File: config.mk
export PLATFORM = sky130hd
export DESIGN_NAME = pause_throttle
export DESIGN_NICKNAME = d
export VERILOG_FILES = /design/src/rtl/pause_throttle_pkg.sv /design/src/rtl/pt_frame_classify.sv /design/src/rtl/pt_pause_core.sv /design/src/rtl/pt_sat_counter.sv /design/src/rtl/pause_throttle.sv
export SDC_FILE = /design/constraint.sdc
export NUM_CORES = 1
export LEC_CHECK = 0
export ABC_AREA = 0
export BUFFER_PORTS_ARGS = -buffer_cell sky130_fd_sc_hd__buf_4
export CAP_MARGIN = 20
export CORE_UTILIZATION = 50
export CTS_BUF_LIST = sky130_fd_sc_hd__clkbuf_16
export CTS_CLUSTER_SIZE = 8
export DETAILED_ROUTE_END_ITERATION = 7
export HOLD_SLACK_MARGIN = 0.15
export PLACE_DENSITY = 0.78
export SETUP_SLACK_MARGIN = 0.15
export SLEW_MARGIN = 20
export SYNTH_ARGS = -nofsm -noshare
export SYNTH_HDL_FRONTEND = slang
export SYNTH_SLANG_ARGS = --single-unit
File: constraint.sdc
create_clock -name clk -period 1.9 [get_ports clk]
set_input_delay 0 -clock clk [delete_from_list [all_inputs] [get_ports clk]]
set_output_delay 0 -clock clk [all_outputs]
set_load 0.05 [all_outputs]
File: src/rtl/pause_throttle_pkg.sv
package pause_throttle_pkg;

    typedef enum logic [1:0] {
        FR_NONE  = 2'd0,
        FR_PAUSE = 2'd1,
        FR_XON   = 2'd2
    } frame_kind_t;

endpackage

File: src/rtl/pt_frame_classify.sv
module pt_frame_classify
    import pause_throttle_pkg::*;
#(
    parameter int TIME_W = 16
) (
    input  logic              fc_enable,
    input  logic              frame_valid,
    input  logic [TIME_W-1:0] frame_time,
    output frame_kind_t       kind
);
    logic zero_time;

    always_comb begin
        zero_time = (frame_time == '0);
        if (!(frame_valid && fc_enable)) begin
            kind = FR_NONE;
        end else if (zero_time) begin
            kind = FR_XON;
        end else begin
            kind = FR_PAUSE;
        end
    end
endmodule

File: src/rtl/pt_pause_core.sv
module pt_pause_core
    import pause_throttle_pkg::*;
#(
    parameter int TIME_W = 16
) (
    input  logic              clk,
    input  logic              rst_n,
    input  logic              fc_enable,
    input  frame_kind_t       kind,
    input  logic [TIME_W-1:0] frame_time,
    input  logic              tx_busy,
    input  logic              slot_tick,
    output logic              txoff,
    output logic              halted,
    output logic              pause_inc,
    output logic              xon_inc
);
    localparam logic [TIME_W-1:0] ONE = TIME_W'(1);

    typedef struct packed {
        logic [TIME_W-1:0] remain;
        logic              txoff;
        logic              halted;
        logic              pause_inc;
        logic              xon_inc;
    } core_state_t;

    core_state_t state_d, state_q;

    always_comb begin
        state_d           = state_q;
        state_d.pause_inc = 1'b0;
        state_d.xon_inc   = 1'b0;

        if (!fc_enable) begin
            state_d.remain = '0;
            state_d.txoff  = 1'b0;
            state_d.halted = 1'b0;
        end else begin
            unique case (kind)
                FR_XON: begin
                    state_d.xon_inc = 1'b1;
                    state_d.remain  = '0;
                    state_d.txoff   = 1'b0;
                    state_d.halted  = 1'b0;
                end
                FR_PAUSE: begin
                    state_d.pause_inc = 1'b1;
                    state_d.remain    = frame_time;
                    state_d.txoff     = 1'b1;
                    state_d.halted    = state_q.halted | ~tx_busy;
                end
                default: begin
                    if (state_q.txoff) begin
                        if (slot_tick && state_q.remain == ONE) begin
                            state_d.remain = '0;
                            state_d.txoff  = 1'b0;
                            state_d.halted = 1'b0;
                        end else begin
                            if (slot_tick) begin
                                state_d.remain = state_q.remain - ONE;
                            end
                            state_d.halted = state_q.halted | ~tx_busy;
                        end
                    end else begin
                        state_d.halted = 1'b0;
                    end
                end
            endcase
        end
    end

    always_ff @(posedge clk) begin
        if (!rst_n) begin
            state_q <= '0;
        end else begin
            state_q <= state_d;
        end
    end

    assign txoff     = state_q.txoff;
    assign halted    = state_q.halted;
    assign pause_inc = state_q.pause_inc;
    assign xon_inc   = state_q.xon_inc;
endmodule

File: src/rtl/pt_sat_counter.sv
module pt_sat_counter #(
    parameter int W = 32
) (
    input  logic         clk,
    input  logic         rst_n,
    input  logic         inc,
    input  logic         clr,
    output logic [W-1:0] count
);
    localparam logic [W-1:0] TOP = '1;

    logic [W-1:0] count_d, count_q;

    always_comb begin
        count_d = count_q;
        if (clr) begin
            count_d = '0;
        end else if (inc && count_q != TOP) begin
            count_d = count_q + W'(1);
        end
    end

    always_ff @(posedge clk) begin
        if (!rst_n) begin
            count_q <= '0;
        end else begin
            count_q <= count_d;
        end
    end

    assign count = count_q;
endmodule

File: src/rtl/pause_throttle.sv
module pause_throttle
    import pause_throttle_pkg::*;
#(
    parameter int TIME_W = 16,
    parameter int CNT_W  = 32
) (
    input  logic              clk,
    input  logic              rst_n,
    input  logic              fc_enable,
    input  logic              frame_valid,
    input  logic [TIME_W-1:0] frame_time,
    input  logic              tx_busy,
    input  logic              slot_tick,
    input  logic              xon_clear,
    output logic              tx_allowed,
    output logic              txoff,
    output logic              pause_inc,
    output logic              xon_inc,
    output logic [CNT_W-1:0]  xon_count
);
    frame_kind_t kind;
    logic        halted;
    logic        xon_seen;

    pt_frame_classify #(.TIME_W(TIME_W)) u_classify (
        .fc_enable   (fc_enable),
        .frame_valid (frame_valid),
        .frame_time  (frame_time),
        .kind        (kind)
    );

    pt_pause_core #(.TIME_W(TIME_W)) u_core (
        .clk        (clk),
        .rst_n      (rst_n),
        .fc_enable  (fc_enable),
        .kind       (kind),
        .frame_time (frame_time),
        .tx_busy    (tx_busy),
        .slot_tick  (slot_tick),
        .txoff      (txoff),
        .halted     (halted),
        .pause_inc  (pause_inc),
        .xon_inc    (xon_inc)
    );

    assign xon_seen = (kind == FR_XON);

    pt_sat_counter #(.W(CNT_W)) u_xon_cnt (
        .clk   (clk),
        .rst_n (rst_n),
        .inc   (xon_seen),
        .clr   (xon_clear),
        .count (xon_count)
    );

    assign tx_allowed = ~halted;
endmodule

==> reports/qor.csv <==
metric;value;unit
setup-tns-final;-1.25;ns
place_congestion;0.914;
stdcell_count;555;
yosysTopAreaCell;dfxtp_1;
cp_max_fo;4;
dp.cells;506;
io_pins;59;
start_util;0.527;
grt_max_degree;18;
cts-root-buf;clkbuf_16;
slew_violations;0;
worstSkewPairLatency;0.30;ns
path_cells;inv_2, ha_4, or3b_4, nor3b_2, mux2_4, a222oi_1, nor2_1;
coreArea;5570;um^2
yosys-top-cells-count;52 x dfxtp_1, 29 x nand2_1, 28 x a21oi_1;
wl;13500;um
cts_tree;built;
worst-path-stages;7;
worst_slew_pin_slew;0.725;ns
critPathCaptureType;flop;
drtAntennaViolNets;0;
dp_slack;-0.0608;ns
synth_cell_types;54;
synthToLayoutAreaGrowth;63.2;%
synth_nets;382;
power_frac_seq;0.418;
drv_cap;0;
grt_pass1_vias;3603;
seq_area_frac_synth;0.354;
vdd_drop_max;0.000490;V
yosys-top-cells-area;dfxtp_1 35%, a21oi_1 4.8%, or4_1 4.6%;
finalHoldViolCount;0;
cts_buffers;5;
grt.overflow.total;0;
hold_depth;4;
layout-drive-gt1-share;0.491;
synth_seq_cells;52;
n_fill_cell;275;
grt_pass1_wl;17500;um
drt_pass1_iterations;8;
num_vias;4050;
rsz0062_at_grt;true;
synth.avg_cell_area;8.25;um^2
synth-warning-count;0;
crit_arrival;2.25;ns
final_nets;508;
p_sw;0.000714;W
cpPeakStageDelay;0.39;ns
min_period;2.09;ns
swShare;0.273;
power.share.clock;0.401;
route.detailed.drc;0;
gr-usage-all-layers;0.364;
detail_route.iter0.violations;695;
synth_top_area_frac;0.354;
yosysMostFrequentCell;dfxtp_1;
worst-path-buf-inv;1;
clockBufferDepth;2;
portBuffers;58;
synth-main-ff-cell;dfxtp_1;
total_power;0.00261;W
cts_sinks;52;
required;2.06;ns
antenna_found_initial;1;
ys_async_sr_fraction;0;
htreeDepth;2;
die_area;6190;um^2
period_share;1.10;
finClkSkew;0.0115;ns
reg2regPathDepth;7;
die_h;78.7;um
cp-start-kind;flop;
fin_util;0.860;
synth_edf_count;0;
status;complete, but fails checks;
setup_ws;-0.188;ns
cellLeakagePower;1.79;nW
wl_per_cell;24.4;um
place_hpwl;6430;um
syn-cell-area;2940;um^2
fmax;479;MHz
viasPerCell;7.30;
violations;negative setup slack;
crit_family;simple AND/OR/NAND/NOR gates;
clk_pin_slew;0.08;ns
min_path_type;in -> reg;
power.internal;0.00190;W
crit_slowest_cell;or3b_4;
num_rows;27;
pwr-share-comb;0.181;
setup_violations;16;
fp.dieW;78.7;um
relSlewSlack;0.517;
netlist_instances;356;
powerDensity;545;nW/um^2
path_class;reg -> reg;
antenna_cells;0;
## flip-flops by register name, summed over array words and instances (netlist names)
register	cells
u_core.halted	1
u_core.pause_inc	1
u_core.state_q	16
u_core.txoff	1
u_core.xon_inc	1
u_xon_cnt.count	32
## power by group through the flow
stage / logic [W] / registers, W / clock network [W]
finish: 0.000472 / 0.00109 / 0.00105
global route: 0.000503 / 0.00109 / 0.00109
CTS: 0.000366 / 0.00109 / 0.00101
detailed placement: 0.000317 / 0.00111 / 0
global placement: 0.000312 / 0.00111 / 0
floorplan: 0.000183 / 0.00112 / 0
## cell usage in the layout, fill, tap and decap left out, types with 6 or more instances in the layout
cell           Yosys  final
buf_4              1    104
nand2_1           29     25
dfxtp_4            0     22
dlygate4sd3_1      0     21
nor2_1            21     20
a21oi_1           28     19
dfxtp_1           52     19
nand4_1           18     18
buf_6              1     14
or4_1             18     13
nand3_1           17     12
nor3_1            12     11
dfxtp_2            0     11
o211ai_1          10     10
inv_1             10      9
nor4_2             6      8
a21oi_2            0      8
a221oi_2           0      7
o31ai_1           11      7
and2_1             6      6
## through the flow
stage               hold slack [ns]  instance area (um^2)
floorplan                    0.0991                  3090
global placement              0.187                  3830
detailed placement            0.188                  3830
CTS                          0.0610                  4470
global route                  0.217                  4800
finish                        0.217                  4800
## kinds of logic (layout without fill, tap and decap cells)
group / after synthesis / after routing / share of synthesized area
compound gates: 92 / 92 / 0.216
flops: 52 / 52 / 0.354
simple gates: 169 / 169 / 0.342
buf+inv: 31 / 158 / 0.0456
xor+xnor: 5 / 5 / 0.0149
fa+ha+maj: 3 / 3 / 0.0128
mux: 4 / 4 / 0.0149
## worst min-delay path: cells and delay by family
kind	cells	cell delay (ns)
simple gates	1	0.05
compound gates	1	0.12
buf+inv	2	0.29
## repair_timing
action / CTS / global route
hold buffers: 20 / 1
hold endpoints to repair: 19 / 2
setup buffers: 11 / 6
pin swaps: 19 / 32
endpoints found under the setup margin: 30 / 50
resized for setup: 44 / 52
gates cloned: 3 / 0
## metal layers
metal | vias up | track usage | routed length, um
met5 | - | 0 | 0
met1 | 1901 | 0.429 | 4790
met4 | 0 | 0.204 | 804
li1 | 1664 | - | -
met3 | 109 | 0.0616 | 1550
met2 | 376 | 0.623 | 6360
## final cells by class
cell class / count / area [um^2] / share of cell area
multi-input combinational: 273 / 2200 / 0.458
timing repair buffer: 140 / 1170 / 0.244
sequential: 52 / 1140 / 0.237
clock buffer: 5 / 125 / 0.0261
tap: 72 / 90.1 / 0.0188
clock inverter: 3 / 38.8 / 0.00809
inverter: 10 / 37.5 / 0.00783
## final timing paths
kind	from	to	slack [ns]
max	u_core.state_q[5]$_SDFFE_PN0P_	u_core.state_q[12]$_SDFFE_PN0P_	-0.19
min	xon_clear	u_xon_cnt.count[15]$_SDFFE_PP0P_	0.22
max reg2reg	u_core.state_q[5]$_SDFFE_PN0P_	u_core.state_q[12]$_SDFFE_PN0P_	-0.19
min reg2reg	u_xon_cnt.count[27]$_SDFFE_PP0P_	u_xon_cnt.count[27]$_SDFFE_PP0P_	0.49
Power figures use the tool's default switching activity.
